===== src/rtl/lcd_regif_pkg.sv =====
package lcd_regif_pkg;

  localparam int DATA_W = 32;

  localparam int unsigned OFS_CTRL = 32'h00;
  localparam int unsigned OFS_TIM0 = 32'h04;
  localparam int unsigned OFS_TIM1 = 32'h08;
  localparam int unsigned OFS_TIM2 = 32'h0C;
  localparam int unsigned OFS_STAT = 32'h10;
  localparam int unsigned OFS_SUB  = 32'h14;

  localparam logic [DATA_W-1:0] CTRL_KEEP = 32'h01CF_F300;
  localparam logic [DATA_W-1:0] CTRL_SET  = 32'hFE00_0C34;
  localparam logic [DATA_W-1:0] TIM0_SET  = 32'h0000_000F;
  localparam logic [DATA_W-1:0] TIM2_SET  = 32'hFC00_0000;
  localparam logic [DATA_W-1:0] SUB_KEEP  = 32'hA1FF_FFFF;

  localparam int POS_EN    = 0;
  localparam int POS_MONO  = 1;
  localparam int POS_IEN   = 3;
  localparam int POS_TFT   = 7;
  localparam int POS_LM    = 20;
  localparam int POS_TFT2  = 23;
  localparam int POS_SFD   = 0;
  localparam int POS_SSE   = 2;
  localparam int POS_SPD   = 6;

  localparam logic [1:0] LM_NO_FRAME = 2'd1;

  typedef enum logic [2:0] {
    SEL_NONE, SEL_CTRL, SEL_TIM0, SEL_TIM1, SEL_TIM2, SEL_STAT, SEL_SUB
  } sel_e;

  typedef struct packed {
    logic [1:0]        load_mode;
    logic              tft;
    logic [1:0]        ien;
    logic              mono;
    logic              en;
    logic [DATA_W-1:0] misc;
  } ctrl_t;

  typedef struct packed {
    logic frame_done;
    logic pal_done;
    logic sync_err;
  } flags_t;

  function automatic sel_e decode_ofs(input logic [31:0] ofs);
    case (ofs)
      OFS_CTRL: decode_ofs = SEL_CTRL;
      OFS_TIM0: decode_ofs = SEL_TIM0;
      OFS_TIM1: decode_ofs = SEL_TIM1;
      OFS_TIM2: decode_ofs = SEL_TIM2;
      OFS_STAT: decode_ofs = SEL_STAT;
      OFS_SUB:  decode_ofs = SEL_SUB;
      default:  decode_ofs = SEL_NONE;
    endcase
  endfunction

endpackage


===== src/rtl/lcd_regif_store.sv =====
module lcd_regif_store
  import lcd_regif_pkg::*;
#(
  parameter int DIM_W = 10,
  localparam int HI_W = DATA_W - DIM_W
) (
  input  logic                clk,
  input  logic                rst,
  input  logic                wr_en,
  input  sel_e                sel,
  input  logic [DATA_W-1:0]   wdata,
  output ctrl_t               ctrl,
  output logic [HI_W-1:0]     tim_hi [2],
  output logic [DIM_W:0]      dim    [2],
  output logic [DATA_W-1:0]   tim2,
  output logic [DATA_W-1:0]   sub,
  output logic                en_on,
  output logic                en_off
);

  logic wr_ctrl;
  logic wr_tim [2];

  assign wr_ctrl   = wr_en && (sel == SEL_CTRL);
  assign wr_tim[0] = wr_en && (sel == SEL_TIM0);
  assign wr_tim[1] = wr_en && (sel == SEL_TIM1);

  // start and stop strobes: a control write that flips the enable bit
  assign en_on  = wr_ctrl &&  wdata[POS_EN] && !ctrl.en;
  assign en_off = wr_ctrl && !wdata[POS_EN] &&  ctrl.en;

  always_ff @(posedge clk) begin
    if (rst) begin
      ctrl <= '0;
    end else if (wr_ctrl) begin
      ctrl.load_mode <= wdata[POS_LM +: 2];
      ctrl.tft       <= wdata[POS_TFT];
      ctrl.ien       <= wdata[POS_IEN +: 2];
      ctrl.mono      <= wdata[POS_MONO];
      ctrl.en        <= wdata[POS_EN];
      ctrl.misc      <= wdata & CTRL_KEEP;
    end
  end

  // the two dimension registers share one layout
  for (genvar g = 0; g < 2; g++) begin : g_tim
    always_ff @(posedge clk) begin
      if (rst) begin
        tim_hi[g] <= '0;
        dim[g]    <= '0;
      end else if (wr_tim[g]) begin
        tim_hi[g] <= wdata[DATA_W-1:DIM_W];
        dim[g]    <= {1'b0, wdata[DIM_W-1:0]} + 1'b1;
      end
    end
  end

  always_ff @(posedge clk) begin
    if (rst) begin
      tim2 <= '0;
      sub  <= '0;
    end else if (wr_en) begin
      if (sel == SEL_TIM2) tim2 <= wdata;
      if (sel == SEL_SUB)  sub  <= wdata & SUB_KEEP;
    end
  end

endmodule


===== src/rtl/lcd_regif_flags.sv =====
module lcd_regif_flags
  import lcd_regif_pkg::*;
(
  input  logic       clk,
  input  logic       rst,
  input  logic       en_on,
  input  logic       en_off,
  input  logic [1:0] new_lm,
  input  logic       pal_evt,
  input  logic       sync_evt,
  output flags_t     flags
);

  // later statements win: the start/stop sequence overrides same-cycle events
  always_ff @(posedge clk) begin
    if (rst) begin
      flags <= '0;
    end else begin
      if (pal_evt)  flags.pal_done <= 1'b1;
      if (sync_evt) flags.sync_err <= 1'b1;
      if (en_on) begin
        flags.frame_done <= 1'b0;
        flags.pal_done   <= 1'b0;
      end
      if (en_off) begin
        flags.sync_err <= 1'b0;
        if (new_lm != LM_NO_FRAME) flags.frame_done <= 1'b1;
      end
    end
  end

endmodule


===== src/rtl/lcd_regif_irq.sv =====
module lcd_regif_irq
  import lcd_regif_pkg::*;
(
  input  logic       clk,
  input  logic       rst,
  input  flags_t     flags,
  input  logic [1:0] ien,
  output logic       irq
);

  logic irq_next;

  assign irq_next = (flags.frame_done && ien[0]) ||
                    (flags.pal_done   && ien[1]) ||
                    flags.sync_err;

  always_ff @(posedge clk) begin
    if (rst) irq <= 1'b0;
    else     irq <= irq_next;
  end

endmodule


===== src/rtl/lcd_regif_rdmux.sv =====
module lcd_regif_rdmux
  import lcd_regif_pkg::*;
#(
  parameter int DIM_W = 10,
  localparam int HI_W = DATA_W - DIM_W
) (
  input  logic                clk,
  input  logic                rst,
  input  logic                rd_en,
  input  sel_e                sel,
  input  ctrl_t               ctrl,
  input  logic [HI_W-1:0]     tim_hi [2],
  input  logic [DIM_W:0]      dim    [2],
  input  logic [DATA_W-1:0]   tim2,
  input  logic [DATA_W-1:0]   sub,
  input  flags_t              flags,
  output logic [DATA_W-1:0]   rdata
);

  logic [DATA_W-1:0] ctrl_word;
  logic [DATA_W-1:0] stat_word;
  logic [DATA_W-1:0] tim_word [2];
  logic [DATA_W-1:0] word;

  always_comb begin
    ctrl_word = CTRL_SET | ctrl.misc;
    ctrl_word[POS_TFT2]    = ctrl.tft;
    ctrl_word[POS_LM +: 2] = ctrl.load_mode;
    ctrl_word[POS_TFT]     = ctrl.tft;
    ctrl_word[POS_IEN +: 2] = ctrl.ien;
    ctrl_word[POS_MONO]    = ctrl.mono;
    ctrl_word[POS_EN]      = ctrl.en;
    // constant and masked bits may overlap field positions; OR them back in
    ctrl_word = ctrl_word | CTRL_SET | ctrl.misc;
  end

  always_comb begin
    stat_word = '0;
    stat_word[POS_SPD] = flags.pal_done;
    stat_word[POS_SSE] = flags.sync_err;
    stat_word[POS_SFD] = flags.frame_done;
  end

  for (genvar g = 0; g < 2; g++) begin : g_tw
    logic [DIM_W:0] dm1;
    assign dm1         = dim[g] - 1'b1;
    assign tim_word[g] = {tim_hi[g], dm1[DIM_W-1:0]};
  end

  always_comb begin
    case (sel)
      SEL_CTRL: word = ctrl_word;
      SEL_TIM0: word = tim_word[0] | TIM0_SET;
      SEL_TIM1: word = tim_word[1];
      SEL_TIM2: word = tim2 | TIM2_SET;
      SEL_STAT: word = stat_word;
      SEL_SUB:  word = sub;
      default:  word = '0;
    endcase
  end

  always_ff @(posedge clk) begin
    if (rst)        rdata <= '0;
    else if (rd_en) rdata <= word;
  end

endmodule


===== src/rtl/lcd_regif.sv =====
module lcd_regif
  import lcd_regif_pkg::*;
#(
  parameter int ADDR_W = 8,
  parameter int DIM_W  = 10
) (
  input  logic              clk,
  input  logic              rst,
  input  logic              bus_wr,
  input  logic              bus_rd,
  input  logic [ADDR_W-1:0] bus_addr,
  input  logic [31:0]       bus_wdata,
  output logic [31:0]       bus_rdata,
  input  logic              pal_loaded,
  input  logic              sync_fault,
  output logic              lcd_irq,
  output logic              ctl_enable,
  output logic [1:0]        ctl_load_mode,
  output logic              ctl_tft,
  output logic              ctl_mono,
  output logic [DIM_W:0]    panel_width,
  output logic [DIM_W:0]    panel_height
);

  localparam int HI_W = DATA_W - DIM_W;

  sel_e              sel;
  ctrl_t             ctrl;
  logic [HI_W-1:0]   tim_hi [2];
  logic [DIM_W:0]    dim    [2];
  logic [DATA_W-1:0] tim2;
  logic [DATA_W-1:0] sub;
  logic              en_on;
  logic              en_off;
  flags_t            flags;

  assign sel = decode_ofs(32'(bus_addr));

  lcd_regif_store #(.DIM_W(DIM_W)) u_store (
    .clk(clk), .rst(rst), .wr_en(bus_wr), .sel(sel), .wdata(bus_wdata),
    .ctrl(ctrl), .tim_hi(tim_hi), .dim(dim), .tim2(tim2), .sub(sub),
    .en_on(en_on), .en_off(en_off)
  );

  lcd_regif_flags u_flags (
    .clk(clk), .rst(rst), .en_on(en_on), .en_off(en_off),
    .new_lm(bus_wdata[POS_LM +: 2]), .pal_evt(pal_loaded),
    .sync_evt(sync_fault), .flags(flags)
  );

  lcd_regif_irq u_irq (
    .clk(clk), .rst(rst), .flags(flags), .ien(ctrl.ien), .irq(lcd_irq)
  );

  lcd_regif_rdmux #(.DIM_W(DIM_W)) u_rdmux (
    .clk(clk), .rst(rst), .rd_en(bus_rd), .sel(sel), .ctrl(ctrl),
    .tim_hi(tim_hi), .dim(dim), .tim2(tim2), .sub(sub), .flags(flags),
    .rdata(bus_rdata)
  );

  assign ctl_enable    = ctrl.en;
  assign ctl_load_mode = ctrl.load_mode;
  assign ctl_tft       = ctrl.tft;
  assign ctl_mono      = ctrl.mono;
  assign panel_width   = dim[0];
  assign panel_height  = dim[1];

endmodule


===== config.mk =====
export PLATFORM = sky130hd
export DESIGN_NAME = lcd_regif
export DESIGN_NICKNAME = d
export VERILOG_FILES = /design/src/rtl/lcd_regif_pkg.sv /design/src/rtl/lcd_regif_store.sv /design/src/rtl/lcd_regif_flags.sv /design/src/rtl/lcd_regif_irq.sv /design/src/rtl/lcd_regif_rdmux.sv /design/src/rtl/lcd_regif.sv
export SDC_FILE = /design/constraint.sdc
export NUM_CORES = 1
export LEC_CHECK = 0
export BUFFER_PORTS_ARGS = -buffer_cell sky130_fd_sc_hd__buf_4
export CORE_UTILIZATION = 52
export DETAILED_ROUTE_END_ITERATION = 7
export HOLD_SLACK_MARGIN = 0.12
export PLACE_DENSITY_LB_ADDON = 0.1
export RECOVER_POWER = 100
export SLEW_MARGIN = 40
export SYNTH_ARGS = -nofsm -noshare
export SYNTH_HDL_FRONTEND = slang
export SYNTH_SLANG_ARGS = --single-unit

===== constraint.sdc =====
create_clock -name clk -period 1.92 [get_ports clk]
set_clock_uncertainty 0.15 [all_clocks]
set_input_delay 0.288 -clock clk [delete_from_list [all_inputs] [get_ports clk]]
set_output_delay 0.288 -clock clk [all_outputs]
set_load 0.01 [all_outputs]

==> qor_table.md <==
| Step | Result | Value |
| --- | --- | --- |
| status | Status | finished clean |
| logic synthesis | Share of synthesized area spent on multiplexers | 7.59% |
| global routing | Number of antenna violations at the first check in global routing | 0 |
| floorplan | Area of the core | 14,500 µm² |
| sta | Setup Total Neg Slack | 0 ns |
| global routing | Global router's overall resource usage | 28.9% |
| logic synthesis | Largest family of logic cells by synthesized area | compound AO/OA/AOI/OAI gates |
| cells and area | Net total in the final layout | 1,128 |
| cells and area | P&R area growth vs syn | 28.4% |
| worst setup path | Req. time, crit path | 2.06 ns |
| sta | Smallest setup slack after layout | 0.0340 ns |
| pwr | Combinational share of power | 7.2% |
| pwr | Internal power contribution | 5.90 mW |
| sta | Highest clock frequency the design can meet | 0.530 GHz |
| clock tree | Clock transition time at the flip-flop clock pins of the worst setup and hold paths | 0.07 ns |
| routing | Total iterations of the first detailed-routing run | 8 |
| worst setup path | Kind of capture point of the worst setup path | register |
| logic synthesis | Most used flip-flop cell after synthesis | sky130_fd_sc_hd__dfxtp_1 |
| routing | Per-cell routed wire length | 16.9 µm |
| global routing | Number of global-route vias before repair | 6,363 |
| logic synthesis | Share of synthesized area occupied by flip-flops and latches | 45.4% |
| flow run | Max_cap viols | 0 |
| floorplan | Placement row count | 44 |
| floorplan | Number of top-level design ports | 106 |
| logic synthesis | Post-synthesis simple-gate area fraction | 19.4% |
| placement | Setup WS pre-CTS | -0.347 ns |
| clock tree | Skew-Pair Late Insertion Delay | 0.42 ns |
| logic synthesis | Post-Synthesis Mean Instance Area | 8.42 µm² |
| worst setup path | Cell family with the largest share of critical-path delay | buffers and inverters |
| sta | Final Hold Violating Endpoints | 0 |
| global routing | Maximum number of pins on one net before global-route repair | 48 |
| sta | Tmin final | 1.89 ns |
| floorplan | Effective utilization at floorplan | 53.1% |
| clock tree | CTS sink count | 175 |
| pwr | Power Dens Cells | 771 nW/µm² |
| logic synthesis | Top cells by count, synth | sky130_fd_sc_hd__nand2_1, sky130_fd_sc_hd__dfxtp_1, sky130_fd_sc_hd__a21oi_1, sky130_fd_sc_hd__nor2_1, sky130_fd_sc_hd__mux2i_1 |
| placement | Final weighted congestion in routability-driven placement | 0.823 |
| cells and area | Utilization after layout | 68.2% |
| logic synthesis | Share of flip-flops with an asynchronous set or reset | 0% |
| worst setup path | Critical path buffer and inverter count | 5 |
| sta | Count of endpoints failing setup in the final report | 0 |
| placement | Number of port buffers | 105 |
| cells and area | Ant diodes | 0 |
| global routing | Global route total overflow | 0 |
| routing | Number of vias in the routed layout | 7,032 |
| pwr | Total design power | 7.64 mW |
| logic synthesis | Cell with the most instances after synthesis | sky130_fd_sc_hd__nand2_1 |
| cells and area | Share of post-route cells with drive strength above 1 | 18.6% |
| clock tree | CTS tree | built |
| pwr | Leak pwr | 3.82 nW |
| sta | Number of pins with negative max-slew slack in the final report | 0 |
| clock tree | H-tree depth reported by CTS | 4 |
| logic synthesis | Cells after Synth | 917 |
| cells and area | Fillcell total | 1,245 |
| logic synthesis | Top cells by area, synth | sky130_fd_sc_hd__dfxtp_1, sky130_fd_sc_hd__nand2_1, sky130_fd_sc_hd__a21oi_1, sky130_fd_sc_hd__mux2i_1, sky130_fd_sc_hd__nor2_1 |
| sta | Max-slew headroom at the worst pin | 57.1% |
| floorplan | Die height | 124 µm |
| routing | Antenna Violating Nets Remaining | 0 |
| routing | DRC Markers | 0 |
| pwr | Clock network power share | 45.0% |
| routing | Overall routed net length | 21,600 µm |
| worst setup path | Most common cell type on the critical path | sky130_fd_sc_hd__buf_4 |
| cells and area | Area of the multi-input gates | 3840 µm² |
| logic synthesis | Flop and latch count out of synthesis | 175 |
| sta | Slew at the pin with the worst max-slew slack | 0.644 ns |
| logic synthesis | Proportion of netlist area held by the largest area contributor | 45.4% |
| cells and area | Count of placed standard cells in the final layout, fillers left out | 1,276 |
| sta | Fraction of the cycle the final worst path needs | 98.2% |
| clock tree | Clock buffer depth | 2 |
| logic synthesis | Count of warnings emitted by yosys | 0 |
| worst setup path | List of cells traversed by the critical path | dlygate4sd3_1 > buf_4 > nor2b_2 > buf_4 > nand4_1 > buf_4 > clkbuf_4 > mux2i_1 > nor2_1 |
| worst setup path | Class of the most critical setup path | primary input to register |
| clock tree | Clock root buffer | sky130_fd_sc_hd__clkbuf_16 |
| logic synthesis | Post-synth cell types | 56 |
| worst setup path | Max incr delay on CP | 0.53 ns |
| logic synthesis | Xor/xnor cell area share of the yosys netlist | 2.16% |
| worst setup path | Worst Setup Start Kind | primary input |
| worst setup path | CP max-delay cell | sky130_fd_sc_hd__dlygate4sd3_1 |
| logic synthesis | Synthesized-area fraction occupied by ao, oa, aoi and oai cells | 19.7% |
| placement | Number of cells after detailed placement | 1,206 |
| pwr | Switching power summed over all nets | 1.74 mW |
| logic synthesis | Post-synthesis adder-cell area fraction | 0.324% |
| cells and area | Sequential cell area | 3500 µm² |
| pwr | Register share of total power | 47.8% |
| logic synthesis | Number of enable-type register cells in the synthesized netlist | 0 |
| global routing | First-pass GRT wire length | 33,500 µm |
| routing | Starting DRC count in detailed routing | 612 |
| hold path | Worst min-delay path category | primary input to register |
| placement | Dpl hpwl | 14,400 µm |
| floorplan | Die Area | 15,300 µm² |
| logic synthesis | Post-synth top area cell | sky130_fd_sc_hd__dfxtp_1 |
| clock tree | Number of buffers inserted during clock tree synthesis | 17 |
| floorplan | Chip width | 124 µm |
| worst setup path | Maximum fanout along the worst path | 9 |
| worst setup path | Arrival time reported for the critical path endpoint | 2.02 ns |
| pwr | Switch share | 22.8% |
| pwr | Highest ir drop seen on vdd | 0.000573 V |
| logic synthesis | Cell area after technology mapping | 7720 µm² |
| routing | Vias per inst | 5.51 |
| sta | RSZ-0062 raised after global routing | true |
| logic synthesis | Net count after synthesis | 965 |
[metal layers]
metal	vias up	wire (µm)	GRT usage, %
met5	-	0	0
met4	0	371	9.11
met3	28	1110	5.40
met2	216	10400	48.1
met1	3284	9680	37.7
li1	3504	-	-
[sequential cells by signal, summed over array words and instances (netlist names)]
name / flops
u_store.ctrl: 20
u_store.tim2: 26
u_store.sub: 27
u_rdmux.rdata: 32
u_flags.flags: 3
u_store.dim: 22
u_store.tim_hi: 44
u_irq.irq: 1
[worst register-to-register path, delay by kind of cell (launching register included)]
| family | cells | cell delay (ns) |
|---|---|---|
| AO/OA/AOI/OAI | 2 | 0.39 |
| AND/OR/NAND/NOR | 2 | 0.76 |
| XOR/XNOR | 1 | 0.18 |
| flip-flops | 1 | 0.32 |
[layout by cell type, fill, tap and decap left out, types with 17 or more instances in the layout]
master,instances
sky130_fd_sc_hd__nor2_1,78
sky130_fd_sc_hd__dlygate4sd3_1,37
sky130_fd_sc_hd__a22oi_1,20
sky130_fd_sc_hd__mux2i_1,45
sky130_fd_sc_hd__clkbuf_16,17
sky130_fd_sc_hd__dfxtp_1,175
sky130_fd_sc_hd__clkbuf_1,50
sky130_fd_sc_hd__a22o_1,17
sky130_fd_sc_hd__a21oi_1,109
sky130_fd_sc_hd__buf_4,116
sky130_fd_sc_hd__nand2_1,211
[area by class of cell]
type	count	share of cell area, %
well taps	184	2.32
multi-input cells	657	38.8
flip-flops and latches	175	35.3
inverters	10	0.379
clock buffers	23	4.82
repair buffers	219	17.3
clock inverters	8	1.07
[power groups by stage]
| stage | clock (mW) | combinational [mW] | sequential [mW] |
|---|---|---|---|
| after floorplan | 0 | 0.230 | 3.73 |
| after CTS | 3.48 | 0.546 | 3.65 |
| after detailed placement | 0 | 0.485 | 3.73 |
| final | 3.44 | 0.551 | 3.65 |
| after global routing | 3.64 | 0.588 | 3.65 |
| after global placement | 0 | 0.484 | 3.73 |
[through the flow]
| step | instance area, µm² | hold WS, ns |
|---|---|---|
| after floorplan | 7730 | 0.274 |
| after global placement | 9060 | 0.290 |
| final | 9910 | 0.178 |
| after global routing | 9910 | 0.223 |
| after CTS | 10000 | 0.156 |
| after detailed placement | 9060 | 0.294 |
[final timing paths]
| check | to | cells after the start | slack [ns] | startpoint |
|---|---|---|---|---|
| max | u_store.sub[24]$_SDFFE_PP0P_ | 9 | 0.03 | bus_addr[2] |
| min | u_store.dim[12]$_SDFFE_PP0P_ | 4 | 0.18 | bus_wdata[1] |
| min reg2reg | u_store.ctrl[13]$_SDFFE_PP0N_ | 2 | 0.30 | u_store.ctrl[13]$_SDFFE_PP0N_ |
| max reg2reg | u_rdmux.rdata[8]$_SDFFE_PP0P_ | 5 | 0.04 | u_store.dim[2]$_SDFFE_PP0P_ |
[repair_timing]
action,in CTS,in global routing
hold buffers,37,0
endpoints found under the hold margin,133,0
endpoints found under the setup margin,6,50
gates resized for setup,2,18
pin swaps,0,3
cloned,0,1
setup buffers,0,1
[logic make-up (layout without fill, tap and decap cells)]
logic type / after synthesis / in the layout
mux: 57 / 57
fa+ha+maj: 2 / 2
compound gates: 230 / 230
xor+xnor: 19 / 19
flops: 175 / 175
simple gates: 349 / 349
buf+inv: 85 / 260
Note: power is estimated with default switching activity, not from simulation.
